### src/rtl/bip8_mon_pkg.sv
package bip8_mon_pkg;
    localparam int BYTE_W = 8;
    localparam int ERR_W  = 4;

    function automatic logic [ERR_W-1:0] bit_weight(input logic [BYTE_W-1:0] v);
        logic [ERR_W-1:0] n;
        n = '0;
        for (int i = 0; i < BYTE_W; i++) begin
            n = n + {{(ERR_W-1){1'b0}}, v[i]};
        end
        return n;
    endfunction
endpackage

### src/rtl/bip8_frame_pos.sv
module bip8_frame_pos #(
    parameter int IDX_W  = 4,
    parameter int B1_POS = 2
) (
    input  logic clk,
    input  logic rst_n,
    input  logic valid,
    input  logic sof,
    output logic at_b1
);
    localparam logic [IDX_W-1:0] IDX_MAX = {IDX_W{1'b1}};
    localparam logic [IDX_W-1:0] SLOT    = IDX_W'(B1_POS);

    typedef struct packed {
        logic [IDX_W-1:0] idx;
    } pos_t;

    pos_t s_d, s_q;

    always_comb begin
        s_d = s_q;
        if (valid) begin
            if (sof) begin
                s_d.idx = IDX_W'(1);
            end else if (s_q.idx != IDX_MAX) begin
                s_d.idx = s_q.idx + IDX_W'(1);
            end
        end
        at_b1 = valid && !sof && (s_q.idx == SLOT);
    end

    always_ff @(posedge clk) begin
        if (!rst_n) begin
            s_q.idx <= IDX_MAX;
        end else begin
            s_q <= s_d;
        end
    end

    // a gap byte leaves the slot decision unchanged
    p_gap_hold_r9: assert property (@(posedge clk) disable iff (!rst_n)
        !valid |=> (s_q.idx == $past(s_q.idx)));
endmodule

### src/rtl/bip8_tx_inserter.sv
module bip8_tx_inserter
    import bip8_mon_pkg::*;
(
    input  logic              clk,
    input  logic              rst_n,
    input  logic [BYTE_W-1:0] in_data,
    input  logic              in_sof,
    input  logic              in_valid,
    input  logic              at_b1,
    output logic [BYTE_W-1:0] out_data,
    output logic              out_sof,
    output logic              out_valid
);
    typedef struct packed {
        logic [BYTE_W-1:0] acc;
        logic [BYTE_W-1:0] exp;
        logic              exp_vld;
        logic              started;
        logic [BYTE_W-1:0] od;
        logic              os;
        logic              ov;
    } tx_t;

    tx_t s_d, s_q;
    logic [BYTE_W-1:0] byte_out;

    always_comb begin
        s_d      = s_q;
        byte_out = (at_b1 && s_q.exp_vld) ? s_q.exp : in_data;
        if (in_valid) begin
            if (in_sof) begin
                s_d.exp     = s_q.acc;
                s_d.exp_vld = s_q.started;
                s_d.started = 1'b1;
                s_d.acc     = byte_out;
            end else begin
                s_d.acc = s_q.acc ^ byte_out;
            end
        end
        s_d.od = byte_out;
        s_d.os = in_valid && in_sof;
        s_d.ov = in_valid;
    end

    always_ff @(posedge clk) begin
        if (!rst_n) begin
            s_q <= '0;
        end else begin
            s_q <= s_d;
        end
    end

    assign out_data  = s_q.od;
    assign out_sof   = s_q.os;
    assign out_valid = s_q.ov;

    // non-slot bytes leave unchanged one cycle later
    p_passthru_r1: assert property (@(posedge clk) disable iff (!rst_n)
        (in_valid && !at_b1) |=> (out_valid && out_data == $past(in_data)));
    // a gap in gives a gap out
    p_gap_out_r9: assert property (@(posedge clk) disable iff (!rst_n)
        !in_valid |=> !out_valid);
endmodule

### src/rtl/bip8_rx_checker.sv
module bip8_rx_checker
    import bip8_mon_pkg::*;
(
    input  logic              clk,
    input  logic              rst_n,
    input  logic [BYTE_W-1:0] data,
    input  logic              sof,
    input  logic              valid,
    input  logic              at_b1,
    output logic [ERR_W-1:0]  err_bits
);
    typedef struct packed {
        logic [BYTE_W-1:0] acc;
        logic [BYTE_W-1:0] exp;
        logic              exp_vld;
        logic              started;
    } rx_t;

    rx_t s_d, s_q;

    always_comb begin
        s_d = s_q;
        if (valid) begin
            if (sof) begin
                s_d.exp     = s_q.acc;
                s_d.exp_vld = s_q.started;
                s_d.started = 1'b1;
                s_d.acc     = data;
            end else begin
                s_d.acc = s_q.acc ^ data;
            end
        end
        err_bits = (at_b1 && s_q.exp_vld) ? bit_weight(data ^ s_q.exp) : '0;
    end

    always_ff @(posedge clk) begin
        if (!rst_n) begin
            s_q <= '0;
        end else begin
            s_q <= s_d;
        end
    end

    // mismatches only ever come from the parity slot
    p_err_only_slot_r3: assert property (@(posedge clk) disable iff (!rst_n)
        !at_b1 |-> (err_bits == '0));
    // at most one weight per byte
    p_err_range_r4: assert property (@(posedge clk) disable iff (!rst_n)
        err_bits <= ERR_W'(BYTE_W));
endmodule

### src/rtl/bip8_err_counter.sv
module bip8_err_counter
    import bip8_mon_pkg::*;
#(
    parameter int CNT_W = 7
) (
    input  logic             clk,
    input  logic             rst_n,
    input  logic [ERR_W-1:0] err_bits,
    input  logic             clr_cnt,
    input  logic             clr_irq,
    output logic [CNT_W-1:0] cnt,
    output logic             ovf,
    output logic             irq
);
    localparam logic [CNT_W-1:0] CMAX = {CNT_W{1'b1}};
    localparam logic [CNT_W:0]   CMAX_W = {1'b0, CMAX};

    typedef struct packed {
        logic [CNT_W-1:0] cnt;
        logic             ovf;
        logic             irq;
    } ctr_t;

    ctr_t s_d, s_q;
    logic [CNT_W-1:0] base;
    logic [CNT_W:0]   sum;

    always_comb begin
        s_d  = s_q;
        base = clr_cnt ? '0 : s_q.cnt;
        sum  = {1'b0, base} + {{(CNT_W+1-ERR_W){1'b0}}, err_bits};
        if (sum > CMAX_W) begin
            s_d.cnt = CMAX;
            s_d.ovf = 1'b1;
        end else begin
            s_d.cnt = sum[CNT_W-1:0];
            s_d.ovf = clr_cnt ? 1'b0 : s_q.ovf;
        end
        s_d.irq = (err_bits != '0) || (s_q.irq && !clr_irq);
    end

    always_ff @(posedge clk) begin
        if (!rst_n) begin
            s_q <= '0;
        end else begin
            s_q <= s_d;
        end
    end

    assign cnt = s_q.cnt;
    assign ovf = s_q.ovf;
    assign irq = s_q.irq;

    // an unsaturated addition lands exactly
    p_count_step_r4: assert property (@(posedge clk) disable iff (!rst_n)
        (!clr_cnt && ({1'b0, cnt} + {{(CNT_W+1-ERR_W){1'b0}}, err_bits}) <= CMAX_W)
        |=> (cnt == $past(cnt) + {{(CNT_W-ERR_W){1'b0}}, $past(err_bits)}));
    // saturated count and overflow hold without a clear
    p_sat_hold_r5: assert property (@(posedge clk) disable iff (!rst_n)
        (cnt == CMAX && !clr_cnt) |=> (cnt == CMAX));
    p_ovf_sticky_r5: assert property (@(posedge clk) disable iff (!rst_n)
        (ovf && !clr_cnt) |=> ovf);
    p_ovf_at_max_r5: assert property (@(posedge clk) disable iff (!rst_n)
        $rose(ovf) |-> (cnt == CMAX));
    // clear with no new error empties the counter
    p_clear_r6: assert property (@(posedge clk) disable iff (!rst_n)
        (clr_cnt && err_bits == '0) |=> (cnt == '0 && !ovf));
    // set and sticky interrupt
    p_irq_set_r7: assert property (@(posedge clk) disable iff (!rst_n)
        (err_bits != '0) |=> irq);
    p_irq_sticky_r7: assert property (@(posedge clk) disable iff (!rst_n)
        (irq && !clr_irq) |=> irq);
endmodule

### src/rtl/bip8_link_monitor.sv
module bip8_link_monitor
    import bip8_mon_pkg::*;
#(
    parameter int NCH    = 4,
    parameter int CNT_W  = 7,
    parameter int IDX_W  = 4,
    parameter int B1_POS = 2
) (
    input  logic                clk,
    input  logic                rst_n,
    input  logic [NCH*8-1:0]    tx_in_data,
    input  logic [NCH-1:0]      tx_in_sof,
    input  logic [NCH-1:0]      tx_in_valid,
    output logic [NCH*8-1:0]    tx_out_data,
    output logic [NCH-1:0]      tx_out_sof,
    output logic [NCH-1:0]      tx_out_valid,
    input  logic [NCH*8-1:0]    rx_data,
    input  logic [NCH-1:0]      rx_sof,
    input  logic [NCH-1:0]      rx_valid,
    input  logic [NCH-1:0]      clr_cnt,
    input  logic [NCH-1:0]      clr_irq,
    output logic [NCH*CNT_W-1:0] err_cnt,
    output logic [NCH-1:0]      err_ovf,
    output logic [NCH-1:0]      irq
);
    for (genvar c = 0; c < NCH; c++) begin : g_ch
        logic             tx_b1;
        logic             rx_b1;
        logic [ERR_W-1:0] errs;

        bip8_frame_pos #(.IDX_W(IDX_W), .B1_POS(B1_POS)) u_tx_pos (
            .clk   (clk),
            .rst_n (rst_n),
            .valid (tx_in_valid[c]),
            .sof   (tx_in_sof[c]),
            .at_b1 (tx_b1)
        );

        bip8_tx_inserter u_tx (
            .clk       (clk),
            .rst_n     (rst_n),
            .in_data   (tx_in_data[c*BYTE_W +: BYTE_W]),
            .in_sof    (tx_in_sof[c]),
            .in_valid  (tx_in_valid[c]),
            .at_b1     (tx_b1),
            .out_data  (tx_out_data[c*BYTE_W +: BYTE_W]),
            .out_sof   (tx_out_sof[c]),
            .out_valid (tx_out_valid[c])
        );

        bip8_frame_pos #(.IDX_W(IDX_W), .B1_POS(B1_POS)) u_rx_pos (
            .clk   (clk),
            .rst_n (rst_n),
            .valid (rx_valid[c]),
            .sof   (rx_sof[c]),
            .at_b1 (rx_b1)
        );

        bip8_rx_checker u_rx (
            .clk      (clk),
            .rst_n    (rst_n),
            .data     (rx_data[c*BYTE_W +: BYTE_W]),
            .sof      (rx_sof[c]),
            .valid    (rx_valid[c]),
            .at_b1    (rx_b1),
            .err_bits (errs)
        );

        bip8_err_counter #(.CNT_W(CNT_W)) u_cnt (
            .clk      (clk),
            .rst_n    (rst_n),
            .err_bits (errs),
            .clr_cnt  (clr_cnt[c]),
            .clr_irq  (clr_irq[c]),
            .cnt      (err_cnt[c*CNT_W +: CNT_W]),
            .ovf      (err_ovf[c]),
            .irq      (irq[c])
        );
    end
endmodule

### config.mk
export PLATFORM = sky130hd
export DESIGN_NAME = bip8_link_monitor
export DESIGN_NICKNAME = d
export VERILOG_FILES = /design/src/rtl/bip8_mon_pkg.sv /design/src/rtl/bip8_frame_pos.sv /design/src/rtl/bip8_tx_inserter.sv /design/src/rtl/bip8_rx_checker.sv /design/src/rtl/bip8_err_counter.sv /design/src/rtl/bip8_link_monitor.sv
export SDC_FILE = /design/constraint.sdc
export NUM_CORES = 1
export LEC_CHECK = 0
export BUFFER_PORTS_ARGS = -buffer_cell sky130_fd_sc_hd__buf_2
export CAP_MARGIN = 20
export CORE_MARGIN = 2
export CORE_UTILIZATION = 55
export DETAILED_ROUTE_END_ITERATION = 8
export HOLD_SLACK_MARGIN = 0.08
export PLACE_DENSITY = 0.74
export SETUP_SLACK_MARGIN = 0.15
export SYNTH_ARGS = -nofsm -noshare
export SYNTH_HDL_FRONTEND = slang
export SYNTH_SLANG_ARGS = --single-unit
### constraint.sdc
create_clock -name clk -period 5.8 [get_ports clk]
set_input_delay 0.29 -clock clk [delete_from_list [all_inputs] [get_ports clk]]
set_output_delay 0.29 -clock clk [all_outputs]
set_load 0.05 [all_outputs]
-- Word-level counts from Yosys, hierarchy flattened
Cells that the tools add are included.
- register bits: 252
- bits of input ports: 90
- output and inout bits: 76
- word-level logic and storage cells: 260
- $add $sub $neg: 40
- order comparisons: 4
- equal/unequal tests: 16
- mux-type cells: 44
- bitwise operators: 12
- reduce and logical (&&, ||, !) cells: 80
- operators by type and width (kind ; number):
    2-to-1 mux 8 bit ; 16
    adder 4 x 1 -> 4 bit ; 24
    XOR 8 bit ; 12
    2-to-1 mux 4 bit ; 20
    adder 4 x 1 -> 4 bit, second input constant ; 8
    adder 7 x 4 -> 8 bit ; 4
    equality test 4 x 2 -> 1 bit, second input constant ; 8
    greater-than comparator 8 x 7 -> 1 bit, second input constant ; 4
    logical AND 1 bit ; 32
    inequality test 4 bit, second input constant ; 8
    AND reduction 2 bit ; 16
    2-to-1 mux 7 bit ; 4
    nonzero test 2 bit ; 12
    nonzero test 4 bit ; 4
    logical NOT 1 bit ; 12
    adder 1 x 1 -> 2 bit ; 4
    logical OR 1 bit ; 4
    2-to-1 mux 1 bit ; 4

-- Longest topological paths before layout
Gate-level depths: netlist of run 1.
- word-level depth: 12
- depth in mapped cells: 16

-- Cells and area by module
A second synthesis of run 1 with hierarchy kept.
- cell total of the unflattened synthesis: 1544
- area total of the unflattened synthesis: 14068.5 um^2
- modules (own cells, without submodules) (module ; times used ; cells an instance ; area each (um^2) ; seq. area each (um^2)):
    bip8_tx_inserter ; 4 ; 146 ; 1351.3 ; 560.5
    bip8_rx_checker ; 4 ; 123 ; 1124.8 ; 360.3
    bip8_err_counter ; 4 ; 63 ; 533.0 ; 180.2
    bip8_frame_pos ; 8 ; 27 ; 254.0 ; 80.1

-- Worst setup path before layout of run 1
Ideal clock, no wire load.
- kind: register -> register
- start point: register g_ch[0].u_rx.s_q[2] (netlist name)
- end point: register g_ch[0].u_cnt.s_q, in the netlist g_ch[0].u_cnt.cnt[2]
- setup time: 0.059 ns
- arrival: 4.172 ns
- setup slack: 1.569 ns
- cell stages (with the launch flop): 15
- cell sequence: dfxtp_1 -> xor2_1 -> ha_1 -> fa_1 -> inv_1 -> fa_1 -> fa_1 -> fa_1 -> nand2b_1 -> and3b_1 -> ha_1 -> o21a_1 -> a21oi_1 -> nor4b_2 -> o21a_1
- cells in the longest elaborated chain, start to end: 12
- RTL lines (element ; RTL line ; RTL):
    start, declared ; bip8_rx_checker.sv:19 ; rx_t s_d, s_q;
    start signal, assigned ; bip8_rx_checker.sv:38 ; s_q <= '0;
    start signal, assigned ; bip8_rx_checker.sv:40 ; s_q <= s_d;
    XOR 8 bit (*) ; bip8_rx_checker.sv:33 ; err_bits = (at_b1 && s_q.exp_vld) ? bit_weight(data ^ s_q.exp) : '0;
    adder 1 x 1 -> 2 bit (*) ; bip8_mon_pkg.sv:9 ; n = n + {{(ERR_W-1){1'b0}}, v[i]};
    adder 4 x 1 -> 4 bit (*) (6 in series) ; bip8_mon_pkg.sv:9 ;
    2-to-1 mux 4 bit (*) ; bip8_rx_checker.sv:33 ;
    adder 7 x 4 -> 8 bit (*) ; bip8_err_counter.sv:31 ; sum = {1'b0, base} + {{(CNT_W+1-ERR_W){1'b0}}, err_bits};
    greater-than comparator 8 x 7 -> 1 bit ; bip8_err_counter.sv:32 ; if (sum > CMAX_W) begin
    2-to-1 mux 8 bit (*) ; bip8_err_counter.sv:32 ;
    end signal, assigned ; bip8_err_counter.sv:44 ; s_q <= '0;
    end signal, assigned ; bip8_err_counter.sv:46 ; s_q <= s_d;
    end, declared ; bip8_err_counter.sv:24 ; ctr_t s_d, s_q;
Mark *: on every way between the ends. The rest lies on a longest branch, timed or not.
A chain may end at the register's enable or synchronous reset.

-- Worst setup path after layout of run 1
- start point: input port rx_data[0]
- end point: register g_ch[0].u_cnt.s_q, in the netlist g_ch[0].u_cnt.ovf
- cells in the longest elaborated chain, start to end: 12
- elaborated cells on any way between the ends: 13
- RTL lines (element ; RTL line ; RTL):
    start, declared ; bip8_link_monitor.sv:17 ; input logic [NCH*8-1:0] rx_data,
    XOR 8 bit (*) ; bip8_rx_checker.sv:33 ;
    adder 1 x 1 -> 2 bit (*) ; bip8_mon_pkg.sv:9 ;
    adder 4 x 1 -> 4 bit (*) (6 in series) ; bip8_mon_pkg.sv:9 ;
    2-to-1 mux 4 bit (*) ; bip8_rx_checker.sv:33 ;
    adder 7 x 4 -> 8 bit (*) ; bip8_err_counter.sv:31 ;
    greater-than comparator 8 x 7 -> 1 bit (*) ; bip8_err_counter.sv:32 ;
    2-to-1 mux 8 bit or nonzero test 2 bit (tied branches) ; - ;
Marked as above.

==> results of run 1 <==
[repair_timing]
| action | CTS | global route |
|---|---|---|
| hold buffers | 63 | 0 |
| endpoints found under the hold margin | 68 | 0 |
| resized for setup | 0 | 0 |
[registers in the layout (all words and copies together), names as in the netlist, 16 cells and up]
register / count
g_ch.u_cnt.cnt: 28
g_ch.u_rx.s_q: 72
g_ch.u_rx_pos.s_q: 16
g_ch.u_tx.out_data: 32
g_ch.u_tx.s_q: 72
g_ch.u_tx_pos.s_q: 16
[per-stage QoR]
stage	hold slack (ns)	power, µW	instance area, µm²	utilization (%)
after global routing	0.103	4520	15300	65.0
final	0.0994	4320	15300	65.0
after detailed placement	0.441	2530	13700	58.3
after CTS	0.0829	4370	15300	65.0
after floorplan	0.367	2390	13300	-
after global placement	0.435	2510	13700	58.3
[power breakdown]
group | switching [µW] | total [µW] | leakage, µW | internal, µW
clock | 689 | 1790 | 0.000463 | 1100
sequential | 69.8 | 1890 | 0.00207 | 1820
combinational | 372 | 641 | 0.00403 | 269
total | 1130 | 4320 | 0.00656 | 3190
[cell type report]
type,instances,area (µm²)
Inverter,30,115
Clock buffer,42,815
Sequential cell,252,5040
Antenna cell,1,2.50
Fill cell,1981,8230
Timing Repair Buffer,231,1490
Tap cell,319,399
Clock inverter,9,120
Multi-Input combinational cell,1133,7330
[cells by family (layout without fill, tap and decap cells)]
logic type / Yosys count / count (layout)
compound gates: 368 / 368
xor+xnor: 47 / 47
fa+ha+maj: 64 / 64
buf+inv: 174 / 312
flops: 252 / 252
mux: 52 / 52
other cells: 0 / 1
simple gates: 602 / 602
[per-layer routing]
metal	up-vias	global-route usage (%)	wire, µm
met2	243	39.1	14400
li1	5713	-	-
met3	48	3.33	1300
met5	-	0	0
met1	5376	29.7	13700
met4	0	6.57	567
[layout by cell type, fill, tap and decap left out, types with 23 or more instances in the layout]
master           n
ha_1            44
nand2_1        232
dfxtp_1        252
mux2i_1         35
nand2b_1        33
nand4b_1        23
nor2b_1         29
buf_2          164
dlygate4sd3_1   63
o21ai_0         72
inv_1           29
and3_1          28
a21oi_1        116
clkbuf_16       29
xor2_1          27
nor2_1         144
nor3_1          25
[worst paths after layout]
check	from	endpoint	slack, ns
worst min-delay path	tx_in_data[6]	g_ch[0].u_tx.out_data[6]$_SDFF_PN0_	0.1
worst min register to register	g_ch[0].u_rx.s_q[1]$_SDFFE_PN0P_	g_ch[0].u_rx.s_q[1]$_SDFFE_PN0P_	0.45
worst max register to register	g_ch[0].u_rx.s_q[2]$_SDFFE_PN0P_	g_ch[0].u_cnt.ovf$_SDFFE_PN0P_	1.26
worst max-delay path	rx_data[0]	g_ch[0].u_cnt.ovf$_SDFFE_PN0P_	1.15
[critical path: stages]
cell and delay, ns:
dlygate4sd3_1 0.54, buf_2 0.14, xor2_1 0.14, ha_1 0.31, fa_1 0.54, inv_1 0.06, fa_1 0.50, fa_1 0.47
fa_1 0.39, nand2b_1 0.17, and3b_1 0.19, ha_1 0.34, o21a_1 0.15, a21oi_1 0.13, nor4b_2 0.54, o21a_1 0.21
==> summary.md, run 1 <==
| Metric | Value |
|---|---|
| DR WL/cell | 14.8 µm |
| Worst vdd ir | 0.322 mV |
| Clk root buf | clkbuf_16 |
| Count of input and output buffers | 165 |
| Residual DRC | 0 |
| Post-CTS Setup Bufs | 0 |
| Synth top area cells | dfxtp_1, nand2_1, a21oi_1 |
| Count leader, synth | dfxtp_1 |
| Total GRT Usage | 22.7% |
| First-pass GRT wire length | just over 50 mm |
| Simple-Gate Fraction of Synth Area | 22.4% |
| Largest family of logic cells by synthesized area | simple AND/OR/NAND/NOR gates |
| Slew margin rel. | 32.9% |
| DR pass1 iterations | 5 |
| Total number of vias | ~11000 |
| Fin crit share | around 80% |
| Min cycle time layout | approximately 4.6 ns |
| Worst-path clk slew | 0.06 ns |
| DR vias/cell | 5.64 |
| Async S/R FF share, synth | 0% |
| Hpwl dp | 19.0 mm |
| Post-synth top flop | dfxtp_1 |
| Max-slew violation count | 0 |
| XOR/XNOR Fraction of Synth Area | 3.10% |
| Worst path required time | 6.27 ns |
| Post-route ant nets | 0 |
| Worst slew pin tran | 1.01 ns |
| Number of flops mapped to enable cells by yosys | 0 |
| Clk buf depth | 3 |
| Synth warn | 0 |
| Cell taking the most area after synthesis | dfxtp_1 |
| Outcome | finished, final reports clean |
| Kind of start point of the critical path | input pin |
| Core area | 23500 µm² |
| I/O pins | ~170 |
| Setup violators final | 0 |
| Compound-Gate Fraction of Synth Area | 18.5% |
| Arr. time, crit path | 5.12 ns |
| Max Freq | 0.215 GHz |
| Dpl ws | between 1 and 1.5 ns |
| Layout Nets | 1830 |
| R2r worst-path depth | 14 |
| Largest net degree at the start of global routing | 96 |
| TritonCTS Sinks | 252 |
| Hold Path Depth | 3 |
| Starting Density | 56.4% |
| Drt first-iter violations | 674 |
| Die width | approximately 160 µm |
| Area delta synth->final | 15.4% |
| Row count | 56 |
| Routed wire length | 29.9 mm |
| Skew-Pair Late Insertion Delay | 0.53 ns |
| Average size of a mapped cell | 8.51 µm² |
| Number of max-cap violations | 0 |
| Multiplexer share of the synthesized area | under 10% |
| Yosys reg bits | 252 |
| Seq/Total Area, Yosys | between 30% and 40% |
| Worst-path fanout max | 6 |
| RSZ-0062 raised after global routing | false |
| GPL Wtd Cong | 0.828 |
| Vias in the first global route | 10815 |
| Layout cell share with drive strength beyond 1 | 14.4% |
| Die H | 159 µm |
| TritonCTS clock tree | built |
| Layout Cells excl Fill | 2017 |
| Area fraction of the dominant cell type after synthesis | a little under two fifths |
| Die footprint | approximately 25000 µm² |
| Crit end category | flop |
| Cells after synthesis | 1559 |
| Final hold vios | 0 |
| Worst hold path class | in2reg |
| Net count after synthesis | 1713 |
| Top cells by count, synth | dfxtp_1, nand2_1, nor2_1, a21oi_1, o21ai_0 |
| # placed instances | about 1900 |
| Synthesized cell area | 13300 µm² |
| Total Neg Setup Slack | 0 ns |
| GR Overflow Total | 0 |
| P_leak | 0.00656 µW |
| Cell area power density | 282 nW/µm² |
| TritonCTS Buffers | 28 |
| Yosys cell types | between 60 and 70 |
| Adder-cell share of the synthesized area | 7.17% |
| Final worst slack | 1.15 ns |
| Initial antenna violation count | 1 |
| Clock Skew | 0.0114 ns |
| H-tree Lvls | 1 |
| Critical path type | in2reg |
(Power assumes the default switching activity.)
==> run 2: changes to the inputs <==
- clock period: 5.8 -> 4.66 ns (I/O delays scaled with it)
==> run 2 against run 1 <==
  * Utilization is 0.40 points higher
  * Clock power is 18% higher
  * Cell count is 0.45% higher
  * Via count is 0.14% lower
  * Worst hold slack better by 0.031 ns
  * Largest power group unchanged
  * Highest routed layer unchanged
==> summary.md, run 2 (synthesis results as in run 1) <==
| Metric | Value |
|---|---|
| Die footprint | 25400 µm² |
| R2r worst-path depth | 14 |
| First-pass GRT wire length | 51.0 mm |
| Hpwl dp | 19.1 mm |
| Worst-path fanout max | 4 |
| Arr. time, crit path | 4.77 ns |
| Hold_sp | rx_data[0] |
| Max-slew violation count | 0 |
| Hold endpoint | g_ch[0].u_rx.s_q[10]$_SDFFE_PN0P_ |
| Total number of vias | 11364 |
| Dpl ws | about 0.13 ns |
| Routed wire length | 30.6 mm |
| Post-route ant nets | 0 |
| Drt first-iter violations | between 500 and 600 |
| Commonest non-fill, non-tap cell in the layout | dfxtp_1 |
| Count of input and output buffers | 165 |
| Clock Skew | 0.00846 ns |
| Skew-Pair Late Insertion Delay | 0.54 ns |
| Layout Nets | 1839 |
| Crit path launch | rx_data[24] |
| Die width | 159 µm |
| GPL Wtd Cong | about 0.8 |
| Reg2reg end | g_ch[0].u_cnt.cnt[4]$_SDFF_PN0_ |
| DR WL/cell | 15.1 µm |
| Total GRT Usage | 23.2% |
| TritonCTS Buffers | 28 |
| Total power | 5270 µW |
| R2R Setup Slk | 0.33 ns |
| Fillers | 2000 |
| Critical path type | in2reg |
| H-tree Lvls | 1 |
| Slew margin rel. | 36.4% |
| Outcome | finished, final reports clean |
| GR Overflow Total | 0 |
| Area delta synth->final | 16.1% |
| Starting Density | 56.4% |
| Post-route design area | 15400 µm² |
| Final worst slack | 0.298 ns |
| Layout cell share with drive strength beyond 1 | ~15% |
| Number of max-cap violations | 0 |
| Worst vdd ir | 0.242 mV |
| Max Freq | roughly 0.23 GHz |
| Fin crit share | 93.6% |
| Setup violators final | 0 |
| Placement Cell Area | 13700 µm² |
| Worst slew pin tran | about 0.95 ns |
| Initial antenna violation count | 3 |
| Kind of start point of the critical path | input pin |
| Final hold vios | 0 |
| Crit end category | flop |
| Clk root buf | clkbuf_16 |
| DR pass1 iterations | 7 |
| Residual DRC | 0 |
| I/O pins | 166 |
| Worst path required time | 5.07 ns |
| TritonCTS clock tree | built |
| Total Neg Setup Slack | 0 ns |
| Largest net degree at the start of global routing | 67 |
| Worst-path clk slew | about 0.06 ns |
| Worst r2r src | g_ch[0].u_rx.s_q[2]$_SDFFE_PN0P_ |
| P_leak | 0.00658 µW |
| RSZ-0062 raised after global routing | false |
| Most frequent cells in the layout | dfxtp_1, nand2_1, buf_2 |
| Clk buf depth | 3 |
| Worst hold path class | in2reg |
| Vias in the first global route | 10748 |
| Core area | 23500 µm² |
| Hold Path Depth | 4 |
| DR vias/cell | 5.61 |
| TritonCTS Sinks | between 200 and 300 |
| Min cycle time layout | 4.36 ns |
| Cell area power density | 342 nW/µm² |
| Row count | 56 |
| Die H | approximately 160 µm |
## run 2: worst max path at each step
stage	end	slack [ns]	cells past startpoint
6_report	g_ch[3].u_cnt.cnt[6]$_SDFF_PN0_	0.30	16
5_1_grt	g_ch[3].u_cnt.cnt[6]$_SDFF_PN0_	0.13	16
4_1_cts	g_ch[0].u_cnt.cnt[6]$_SDFF_PN0_	0.15	14
3_5_place_dp	g_ch[0].u_cnt.cnt[4]$_SDFF_PN0_	0.13	15
3_3_place_gp	g_ch[0].u_cnt.cnt[4]$_SDFF_PN0_	0.19	15
2_1_floorplan	g_ch[0].u_cnt.cnt[2]$_SDFF_PN0_	0.43	14
## run 2: power breakdown
part | switching, µW | internal (µW)
clock | 864 | 1240
sequential | 86.6 | 2260
combinational | 468 | 342
## run 2: through the flow
step                      utilization (%)  hold WS (ns)  std cells
after global routing                 65.4         0.141       2026
after global placement               58.4         0.436       1902
after floorplan                         -         0.310       1559
final                                65.4         0.131       2026
after detailed placement             58.4         0.436       1902
after CTS                            65.1         0.118       2022
## run 2: area by class of cell
type	count	area [µm²]	share of cell area, %
clock buffer	45	856	5.56
multi-input combinational	1133	7390	48.0
tap	319	399	2.59
clock inverter	4	20.0	0.130
sequential	252	5040	32.7
inverter	30	115	0.747
timing repair buffer	240	1570	10.2
antenna	3	7.51	0.0487
## run 2: routing by layer
| layer | GRT usage, % | up-vias | part of all wire, % |
|---|---|---|---|
| met4 | 7.60 | 0 | 2.3 |
| met2 | 39.4 | 258 | 48 |
| met5 | 0 | - | 0 |
| met3 | 3.72 | 57 | 4.8 |
| li1 | - | 5722 | - |
| met1 | 30.3 | 5327 | 44 |
## run 2: critical path: stages
cell,delay (ns)
dlygate4sd3_1,0.53
buf_2,0.14
xor2_1,0.14
ha_1,0.31
fa_1,0.53
inv_1,0.05
fa_1,0.50
fa_1,0.48
fa_1,0.41
xor2_1,0.19
nor2_1,0.06
ha_1,0.35
o21ai_0,0.30
o21bai_2,0.13
nor4b_1,0.32
nor3b_1,0.09
## run 2: repair_timing
| item | in CTS | in global routing |
|---|---|---|
| setup buffers | 0 | 0 |
| gates resized for setup | 1 | 12 |
| setup endpoints to repair | 4 | 27 |
| endpoints found under the hold margin | 101 | 0 |
| pin swaps | 0 | 2 |
| hold buffers | 71 | 0 |
==> run 3: changes to the inputs <==
- CELL_PAD_IN_SITES_DETAIL_PLACEMENT: unset -> 1
- CELL_PAD_IN_SITES_GLOBAL_PLACEMENT: unset -> 2
- CORE_UTILIZATION: 55 -> 35
- PLACE_DENSITY: 0.74 -> 0.77
- SETUP_SLACK_MARGIN: 0.15 -> 0.1
==> run 3 against run 2 <==
  * Die area up 56%
  * Clock power up 11%
  * Sequential share of layout area down 0.76 points
  * Combinational power up 2.6%
  * Fmax up 0.61%
  * Critical endpoint is now g_ch[3].u_cnt.ovf$_SDFFE_PN0P_
==> summary.md, run 3 (synthesis results as in run 1) <==
| Metric | Value |
|---|---|
| Worst-path clk slew | 0.06 ns |
| Multi-input gate area | 7380 µm² |
| Post-route ant nets | 0 |
| Max-slew violation count | 0 |
| Row count | 71 |
| DR WL/cell | between 15 and 20 µm |
| Total number of vias | 11577 |
| TritonCTS Buffers | 31 |
| Critical path type | in2reg |
| Worst hold path class | in2reg |
| Worst vdd ir | about 0.25 mV |
| GR Overflow Total | 0 |
| Fillers | approximately 4500 |
| Clk root buf | clkbuf_16 |
| Most frequent cells in the layout | dfxtp_1, nand2_1, buf_2 |
| Placement Cell Area | 14000 µm² |
| Worst path required time | 5.11 ns |
| Min cycle time layout | 4.34 ns |
| Worst slew pin tran | 0.941 ns |
| Worst-path fanout max | 6 |
| Layout Nets | 1844 |
| TritonCTS clock tree | built |
| I/O pins | 166 |
| Sw Pwr | 1540 µW |
| DR pass1 iterations | 4 |
| Die H | 199 µm |
| Core area | 37500 µm² |
| Cell area power density | roughly 350 nW/µm² |
| Starting Density | 35.4% |
| Die footprint | 39500 µm² |
| Commonest non-fill, non-tap cell in the layout | dfxtp_1 |
| Number of max-cap violations | 0 |
| Clock share of power | 42.4% |
| Clk buf depth | 3 |
| GPL Wtd Cong | 0.775 |
| Sequential share of power | between 40 and 50% |
| TritonCTS Sinks | 252 |
| Count of input and output buffers | 165 |
| Layout cell share with drive strength beyond 1 | 15.6% |
| P_leak | 0.00665 µW |
| Largest net degree at the start of global routing | 79 |
| Combinational power share | approximately 15% |
| Area delta synth->final | 18.9% |
| Hpwl dp | 23.4 mm |
| Outcome | finished, final reports clean |
| Storage cell area | 5040 µm² |
| DR vias/cell | 5.20 |
| RSZ-0062 raised after global routing | false |
| Internal Power | 3990 µW |
| Routed wire length | 36.2 mm |
| Residual DRC | 0 |
| Drt first-iter violations | roughly 420 |
| Max Freq | 0.231 GHz |
| Net Sw Frac | 27.9% |
| Total GRT Usage | 18.3% |
| Fin crit share | 93.0% |
| First-pass GRT wire length | ~60 mm |
| Vias in the first global route | 11894 |
| Post-route design area | 15800 µm² |
| Final hold vios | 0 |
| Kind of start point of the critical path | input pin |
| Clock Skew | 0.0150 ns |
| Initial antenna violation count | 1 |
| Crit end category | flop |
| Arr. time, crit path | 4.79 ns |
| Die width | 199 µm |
| Slew margin rel. | 37.3% |
| Setup violators final | 0 |
| H-tree Lvls | 1 |
| Skew-Pair Late Insertion Delay | ~0.57 ns |
| Total Neg Setup Slack | 0 ns |
[run 3: cell count changes in the layout (fill, tap and decap cells not counted), sizes merged]
cell / before / now
clkinv: 4 / 12
clkbuf: 45 / 41
buf: 169 / 171
clkinvlp: 0 / 2
diode: 3 / 1
bufinv: 0 / 1
[run 3: layout make-up]
type / count / area share, %
Inverter: 30 / 0.730
Timing Repair Buffer: 242 / 10.1
Clock inverter: 15 / 0.690
Antenna cell: 1 / 0.0159
Multi-Input combinational cell: 1133 / 46.8
Sequential cell: 252 / 32.0
Tap cell: 511 / 4.05
Clock buffer: 41 / 5.60
[run 3: power groups by stage]
| stage | registers, µW | clock network, µW | logic (µW) |
|---|---|---|---|
| after floorplan | 2370 | 0 | 596 |
| after global placement | 2390 | 0 | 763 |
| after detailed placement | 2400 | 0 | 785 |
| after CTS | 2350 | 2430 | 839 |
| after global routing | 2370 | 2520 | 945 |
| final | 2350 | 2340 | 831 |
[run 3: path summary, 6_finish.rpt]
kind,from,endpoint,slack (ns),cells after the start
setup / recovery,rx_data[24],g_ch[3].u_cnt.ovf$_SDFFE_PN0P_,0.32,16
hold / removal,rst_n,g_ch[1].u_rx_pos.s_q[3]$_SDFFE_PN1P_,0.13,2
setup reg to reg,g_ch[3].u_rx.s_q[2]$_SDFFE_PN0P_,g_ch[3].u_cnt.ovf$_SDFFE_PN0P_,0.33,14
hold reg to reg,g_ch[1].u_rx.s_q[0]$_SDFFE_PN0P_,g_ch[1].u_rx.s_q[1]$_SDFFE_PN0P_,0.45,2
[run 3: critical path, stage by stage]
cell and delay (ns):
dlygate4sd3_1 0.53, buf_2 0.14, xor2_1 0.14, ha_1 0.32, fa_1 0.54, inv_1 0.06
fa_1 0.50, fa_1 0.47, fa_1 0.39, xor2_1 0.19, nor2_1 0.07, ha_1 0.35
o21ai_0 0.28, o21bai_2 0.14, and3_1 0.26, o21bai_1 0.18
[run 3: timing repair]
item / in CTS / in global routing
hold buffers: 71 / 0
setup buffers: 0 / 0
gates resized for setup: 0 / 11
endpoints found under the setup margin: 0 / 21
endpoints found under the hold margin: 104 / 0
[run 3: stage by stage]
stage               utilization (%)  hold WS (ns)  total power [µW]  setup WS (ns)  std cells
floorplan                         -         0.310              2970          0.429       1559
global placement               37.4         0.433              3160          0.252       2096
detailed placement             37.4         0.444              3180          0.212       2096
CTS                            41.9        0.0996              5620          0.160       2223
global route                   42.1         0.135              5840          0.119       2225
finish                         42.1         0.129              5530          0.325       2225
[run 3: routing by layer]
layer,vias to the layer above,global-route usage (%),routed length (µm)
met3,44,3.03,1220
met1,5670,23.4,17000
met2,146,32.3,17400
met5,-,0,0
met4,0,3.65,601
li1,5717,-,-
